$ cat config.mk
export PLATFORM = sky130hd
export DESIGN_NAME = pfd_lockdet
export DESIGN_NICKNAME = d
export VERILOG_FILES = /design/src/rtl/pfd_pkg.sv /design/src/rtl/pfd_edge.sv /design/src/rtl/pfd_core.sv /design/src/rtl/pfd_route.sv /design/src/rtl/pfd_lockdet.sv
export SDC_FILE = /design/constraint.sdc
export NUM_CORES = 1
export LEC_CHECK = 0
export BUFFER_PORTS_ARGS = -buffer_cell sky130_fd_sc_hd__clkbuf_2
export CAP_MARGIN = 20
export CELL_PAD_IN_SITES_DETAIL_PLACEMENT = 1
export CELL_PAD_IN_SITES_GLOBAL_PLACEMENT = 1
export CORE_AREA = 2 2 44 46
export DETAILED_ROUTE_END_ITERATION = 16
export DIE_AREA = 0 0 46 48
export GPL_TIMING_DRIVEN = 0
export PLACE_DENSITY = 0.85
export SLEW_MARGIN = 20
export SYNTH_ARGS = -nofsm -noshare
export SYNTH_HDL_FRONTEND = slang
export SYNTH_SLANG_ARGS = --single-unit
$ cat constraint.sdc
create_clock -name clk -period 3.27 [get_ports clk]
set_clock_uncertainty 0.15 [all_clocks]
set_input_delay 0.1635 -clock clk [delete_from_list [all_inputs] [get_ports clk]]
set_output_delay 0.1635 -clock clk [all_outputs]
set_load 0.01 [all_outputs]
$ cat src/rtl/pfd_pkg.sv
package pfd_pkg;
  typedef enum logic [1:0] {
    RT_DIV_INV   = 2'b00,
    RT_PHASE     = 2'b01,
    RT_PHASE_INV = 2'b10,
    RT_USER      = 2'b11
  } route_mode_e;

  function automatic int max4(input int a, input int b, input int c, input int d);
    int m;
    m = a;
    if (b > m) m = b;
    if (c > m) m = c;
    if (d > m) m = d;
    return m;
  endfunction
endpackage

$ cat src/rtl/pfd_edge.sv
module pfd_edge (
  input  logic clk,
  input  logic rst_ni,
  input  logic sig_i,
  output logic rise_o
);
  logic prev_q;

  always_ff @(posedge clk or negedge rst_ni) begin
    if (!rst_ni) prev_q <= 1'b0;
    else         prev_q <= sig_i;
  end

  assign rise_o = sig_i & ~prev_q;
endmodule

$ cat src/rtl/pfd_core.sv
module pfd_core #(
  parameter int ABL_C0 = 5,
  parameter int ABL_C1 = 3,
  parameter int ABL_C2 = 2,
  parameter int ABL_C3 = 1
) (
  input  logic       clk,
  input  logic       rst_ni,
  input  logic [1:0] rise_i,
  input  logic [1:0] abl_code,
  input  logic       sby_i,
  output logic       up_o,
  output logic       dn_o
);
  localparam int WMAX  = pfd_pkg::max4(ABL_C0, ABL_C1, ABL_C2, ABL_C3);
  localparam int CNT_W = $clog2(WMAX + 1);

  logic             up_q, dn_q, up_d, dn_d;
  logic [CNT_W-1:0] ovl_q, ovl_d, lim_m1;
  logic             both, clr;

  always_comb begin
    case (abl_code)
      2'b00:   lim_m1 = CNT_W'(ABL_C0 - 1);
      2'b01:   lim_m1 = CNT_W'(ABL_C1 - 1);
      2'b10:   lim_m1 = CNT_W'(ABL_C2 - 1);
      default: lim_m1 = CNT_W'(ABL_C3 - 1);
    endcase
  end

  assign both = up_q & dn_q;
  assign clr  = both & (ovl_q >= lim_m1);

  always_comb begin
    if (sby_i) begin
      up_d  = 1'b0;
      dn_d  = 1'b0;
      ovl_d = '0;
    end else begin
      up_d  = rise_i[0] | (up_q & ~clr);
      dn_d  = rise_i[1] | (dn_q & ~clr);
      ovl_d = (both & ~clr) ? ovl_q + 1'b1 : '0;
    end
  end

  always_ff @(posedge clk or negedge rst_ni) begin
    if (!rst_ni) begin
      up_q  <= 1'b0;
      dn_q  <= 1'b0;
      ovl_q <= '0;
    end else begin
      up_q  <= up_d;
      dn_q  <= dn_d;
      ovl_q <= ovl_d;
    end
  end

  assign up_o = up_q;
  assign dn_o = dn_q;

  // a reference edge outside standby sets UP
  p_edge_sets_r2: assert property (@(posedge clk) disable iff (!rst_ni)
    (rise_i[0] && !sby_i) |=> up_q);

  // without an edge, a clear UP latch stays clear
  p_no_spurious_r2: assert property (@(posedge clk) disable iff (!rst_ni)
    (!rise_i[0] && !up_q) |=> !up_q);

  // the overlap count never reaches the largest width
  p_cnt_bound_r4: assert property (@(posedge clk) disable iff (!rst_ni)
    both |-> (ovl_q < CNT_W'(WMAX)));

  // standby clears both latches
  p_sby_clear_r7: assert property (@(posedge clk) disable iff (!rst_ni)
    sby_i |=> (!up_q && !dn_q));
endmodule

$ cat src/rtl/pfd_route.sv
module pfd_route (
  input  logic       ref_i,
  input  logic       vco_i,
  input  logic       up_i,
  input  logic       dn_i,
  input  logic [1:0] mode_i,
  input  logic       user_i,
  output logic       aux_a,
  output logic       aux_b
);
  import pfd_pkg::*;

  always_comb begin
    case (route_mode_e'(mode_i))
      RT_DIV_INV:   begin aux_a = ~ref_i; aux_b = ~vco_i; end
      RT_PHASE:     begin aux_a = dn_i;   aux_b = ~up_i;  end
      RT_PHASE_INV: begin aux_a = ~dn_i;  aux_b = ~up_i;  end
      default:      begin aux_a = user_i; aux_b = 1'b0;   end
    endcase
  end
endmodule

$ cat src/rtl/pfd_lockdet.sv
module pfd_lockdet #(
  parameter int ABL_C0 = 5,
  parameter int ABL_C1 = 3,
  parameter int ABL_C2 = 2,
  parameter int ABL_C3 = 1,
  parameter int ICP_W  = 3
) (
  input  logic             clk,
  input  logic             rst_n,
  input  logic             ref_div,
  input  logic             vco_div,
  input  logic             polarity,
  input  logic [1:0]       abl_code,
  input  logic [ICP_W-1:0] icp_code,
  input  logic             standby,
  input  logic [1:0]       aux_mode,
  input  logic             aux_bit,
  output logic             pump_src,
  output logic             pump_snk,
  output logic [ICP_W-1:0] pump_icp,
  output logic             lock_out,
  output logic             lock_hiz,
  output logic             aux_a,
  output logic             aux_b
);
  logic [1:0] rst_sync;
  logic       rst_i;
  logic [1:0] ins, rise;
  logic       up, dn;

  always_ff @(posedge clk or negedge rst_n) begin
    if (!rst_n) rst_sync <= 2'b00;
    else        rst_sync <= {rst_sync[0], 1'b1};
  end
  assign rst_i = rst_sync[1];

  assign ins = {vco_div, ref_div};

  for (genvar g = 0; g < 2; g++) begin : g_edge
    pfd_edge u_edge (
      .clk    (clk),
      .rst_ni (rst_i),
      .sig_i  (ins[g]),
      .rise_o (rise[g])
    );
  end

  pfd_core #(
    .ABL_C0 (ABL_C0),
    .ABL_C1 (ABL_C1),
    .ABL_C2 (ABL_C2),
    .ABL_C3 (ABL_C3)
  ) u_core (
    .clk      (clk),
    .rst_ni   (rst_i),
    .rise_i   (rise),
    .abl_code (abl_code),
    .sby_i    (standby),
    .up_o     (up),
    .dn_o     (dn)
  );

  pfd_route u_route (
    .ref_i  (ref_div),
    .vco_i  (vco_div),
    .up_i   (up),
    .dn_i   (dn),
    .mode_i (aux_mode),
    .user_i (aux_bit),
    .aux_a  (aux_a),
    .aux_b  (aux_b)
  );

  assign pump_src = ~standby & (polarity ? up : dn);
  assign pump_snk = ~standby & (polarity ? dn : up);
  assign pump_icp = icp_code;
  assign lock_out = ~standby & ~(up ^ dn);
  assign lock_hiz = standby;

  // the lock indicator is high only when the pump switches agree
  p_lock_match_r6: assert property (@(posedge clk) disable iff (!rst_i)
    !standby |-> (lock_out == (pump_src == pump_snk)));

  // the two pump switches are both on only during an overlap, which the lock flag marks high
  p_both_on_locked_r3: assert property (@(posedge clk) disable iff (!rst_i)
    (pump_src && pump_snk) |-> lock_out);
endmodule

==> results by group <==
Critical path
  – Required time worst endpoint: between 2 and 3 ns
  – Critical Path Source Type: flop
  – Reg2reg start: u_core.ovl_q[2]
  – R2r setup slk: approximately 1.8 ns
  – Worst setup path startpoint: u_core.dn_o
  – Critical Path Sink Type: primary output
  – Worst EP arrival: 1.43 ns
  – RR Endpoint: u_core.dn_o
  – CP Capture Point: aux_a
  – R2r worst-path depth: 4
  – Critical setup path kind: flop to primary output
  – Crit Path Max Fanout: 5

Global routing
  – Largest net degree at the start of global routing: 8
  – Initial antenna violation count: 0
  – GRT Resource Usage Total: between 10 and 15%
  – Global-route wire length before repair: around 1800 µm
  – Grt total ovfl: 0
  – Vias in the first global route: 475

CTS
  – Root Buffer: clkbuf_4
  – Reg clk slew, reported paths: roughly 0.060 ns
  – Inserted Clock Buffers: 3
  – Number of post-CTS setup repair buffers: 0
  – CTS tree: done
  – Max H-tree Level: 1
  – Worst skew pair latency: around 0.26 ns
  – Max clock buf depth: 2
  – Clock Sinks: 9

Route
  – First-pass DRT Iterations: 2
  – Drt initial violations: 1
  – Final wirelength: about 1200 µm
  – Vias/cell: around 4.8
  – Residual DRC count: 0
  – Routed WL per cell: 11.90 µm
  – DR vias: between 400 and 500
  – DRT antenna net count: 0

Die
  – Die footprint: 0.002208 mm²
  – Std-Cell Rows: 15
  – IO Count: 23
  – Core ar.: approximately 0.0017 mm²
  – Die Height: 48 µm
  – Initial Util: between 30% and 40%
  – Die width: ~46 µm

Logic synthesis
  – Post-Syn Area: just under 600 µm²
  – Share of the synthesized area in the top cell type: around two fifths
  – Unique cell type count in the Yosys netlist: 21
  – EDFF count, synth: 0
  – FF+latch count, synth: 9
  – Synth Flop Type: dfrtp_1
  – Ranking of synthesized cells by area: dfrtp_1 (38%), ha_1 (19%), mux2i_1 (5.1%)
  – Sequential area share after synthesis: 38.46%
  – Warning count from the yosys run: 0
  – Mapped Avg Cell Area: roughly 10 µm²
  – Synth Instances: 58
  – Largest area contributor in the netlist: dfrtp_1
  – Most frequent cells after synthesis: dfrtp_1 (9), ha_1 (9), inv_1 (7)
  – Async set-or-reset flop fraction in the synthesized netlist: 100.0%
  – Synth Net Count: ~80

Timing
  – Hold Vio Cnt, Final: 0
  – TNS Setup: 0 ns
  – Fin crit share: approximately 53%
  – RSZ-0062 raised after global routing: no
  – # setup viols final: 0
  – Fmax: ~570 MHz
  – Post-layout minimum cycle time: roughly 1.7 ns
  – Max Slew Vio Count: 0

Placement
  – DPL Wire Length: just over 1000 µm
  – PortBufs: 19
  – GPL Wtd Cong: ~0.65

Power and ir drop
  – Peak VDD IR: 0.2129 mV
  – Pwr dens: between 300 and 400 mW/mm²
  – Pleak: just over 0.4 nW

Run
  – Number of max-cap violations: 0

Cells and area
  – Area Growth Syn to Fin: 32.91%
  – Fin nets: 110
  – Share of cells above drive strength 1: 34.88%
  – Final core occ: roughly 46%
  – Number of diodes: 0

Status
  – Status: finished clean

Min path
  – Hold WC Path Type: primary input to async pin
[final cells by class]
type | count | area, µm²
inverter | 7 | 26.28
clock buffer | 4 | 26.28
tap | 17 | 21.27
multi-input combinational | 38 | 304.0
timing repair buffer | 24 | 145.1
fill | 204 | 910.9
sequential | 9 | 225.2
buffer | 4 | 30.03
[metrics by stage]
stage	setup slack, ns	hold WS (ns)	area (µm²)	total power, W	cells
after floorplan	1.848	-0.2821	585.6	0.0001498	58
after global placement	1.679	-0.2004	701.9	0.0001692	94
after detailed placement	1.623	-0.1971	701.9	0.0001724	94
after CTS	1.508	0.06722	778.2	0.0002639	103
after global routing	1.426	0.08565	778.2	0.0002729	103
final	1.529	0.07452	778.2	0.0002584	103
[cell usage in the layout, fill, tap and decap left out, drive strengths merged]
| cell type | count |
|---|---|
| dlygate4sd3 | 5 |
| nand2 | 1 |
| nor2b | 4 |
| and2b | 1 |
| nor2 | 6 |
| xnor2 | 1 |
| conb | 1 |
| mux2i | 3 |
| o21ai | 2 |
| dfrtp | 9 |
| ha | 9 |
| o22ai | 1 |
| a311oi | 2 |
| buf | 4 |
| inv | 7 |
| clkbuf | 23 |
| o2111ai | 1 |
| or2 | 1 |
| nand2b | 3 |
| mux2 | 1 |
| a21oi | 1 |
[worst min-delay path by stage]
stage / endpoint / slack [ns] / depth (start not counted)
4_1_cts: rst_sync[1] / 0.07 / 2
3_3_place_gp: rst_sync[0] / -0.20 / 1
6_report: rst_sync[1] / 0.07 / 2
3_5_place_dp: rst_sync[1] / -0.20 / 1
2_1_floorplan: rst_sync[0] / -0.28 / 0
5_1_grt: rst_sync[1] / 0.09 / 2
[power breakdown]
group | switching, W | internal (W) | total, W
registers | 0.00000315 | 0.000116 | 0.000119
logic | 0.0000264 | 0.0000289 | 0.0000553
clock network | 0.0000373 | 0.0000469 | 0.0000843
[state kept, by name, indices dropped and copies added (netlist names)]
signal,flops
u_core.up_o,1
g_edge.u_edge.prev_q,2
u_core.ovl_q,3
rst_sync,2
u_core.dn_o,1
[cell families after synthesis]
logic type | after synthesis | share of synthesized area (%)
buffers and inverters | 11 | 9.616
XOR/XNOR | 1 | 1.496
AND/OR/NAND/NOR | 16 | 14.74
other | 1 | 0.6404
flip-flops | 9 | 38.46
adder cells (fa/ha/maj) | 9 | 19.23
AO/OA/AOI/OAI | 7 | 8.761
multiplexers | 4 | 7.051
[metal layers]
metal	routed length, µm	global-route usage (%)	part of all wire [%]
met3	66	4.528	5.4
met2	681	23.06	56
met1	468	12.21	38
met5	0	0	0
met4	9	3.429	0.73
[timing repair]
item,in CTS,in global routing
hold buffers,5,0
setup endpoints to repair,0,0
gates resized for setup,0,0
hold endpoints to repair,13,0
[critical path, stage by stage (launching register included)]
cell	delay [ns]
dfrtp_1	0.42
mux2i_1	0.23
o21ai_0	0.11
mux2_2	0.27
clkbuf_2	0.13
No activity file was read; power rests on OpenSTA's default activity.
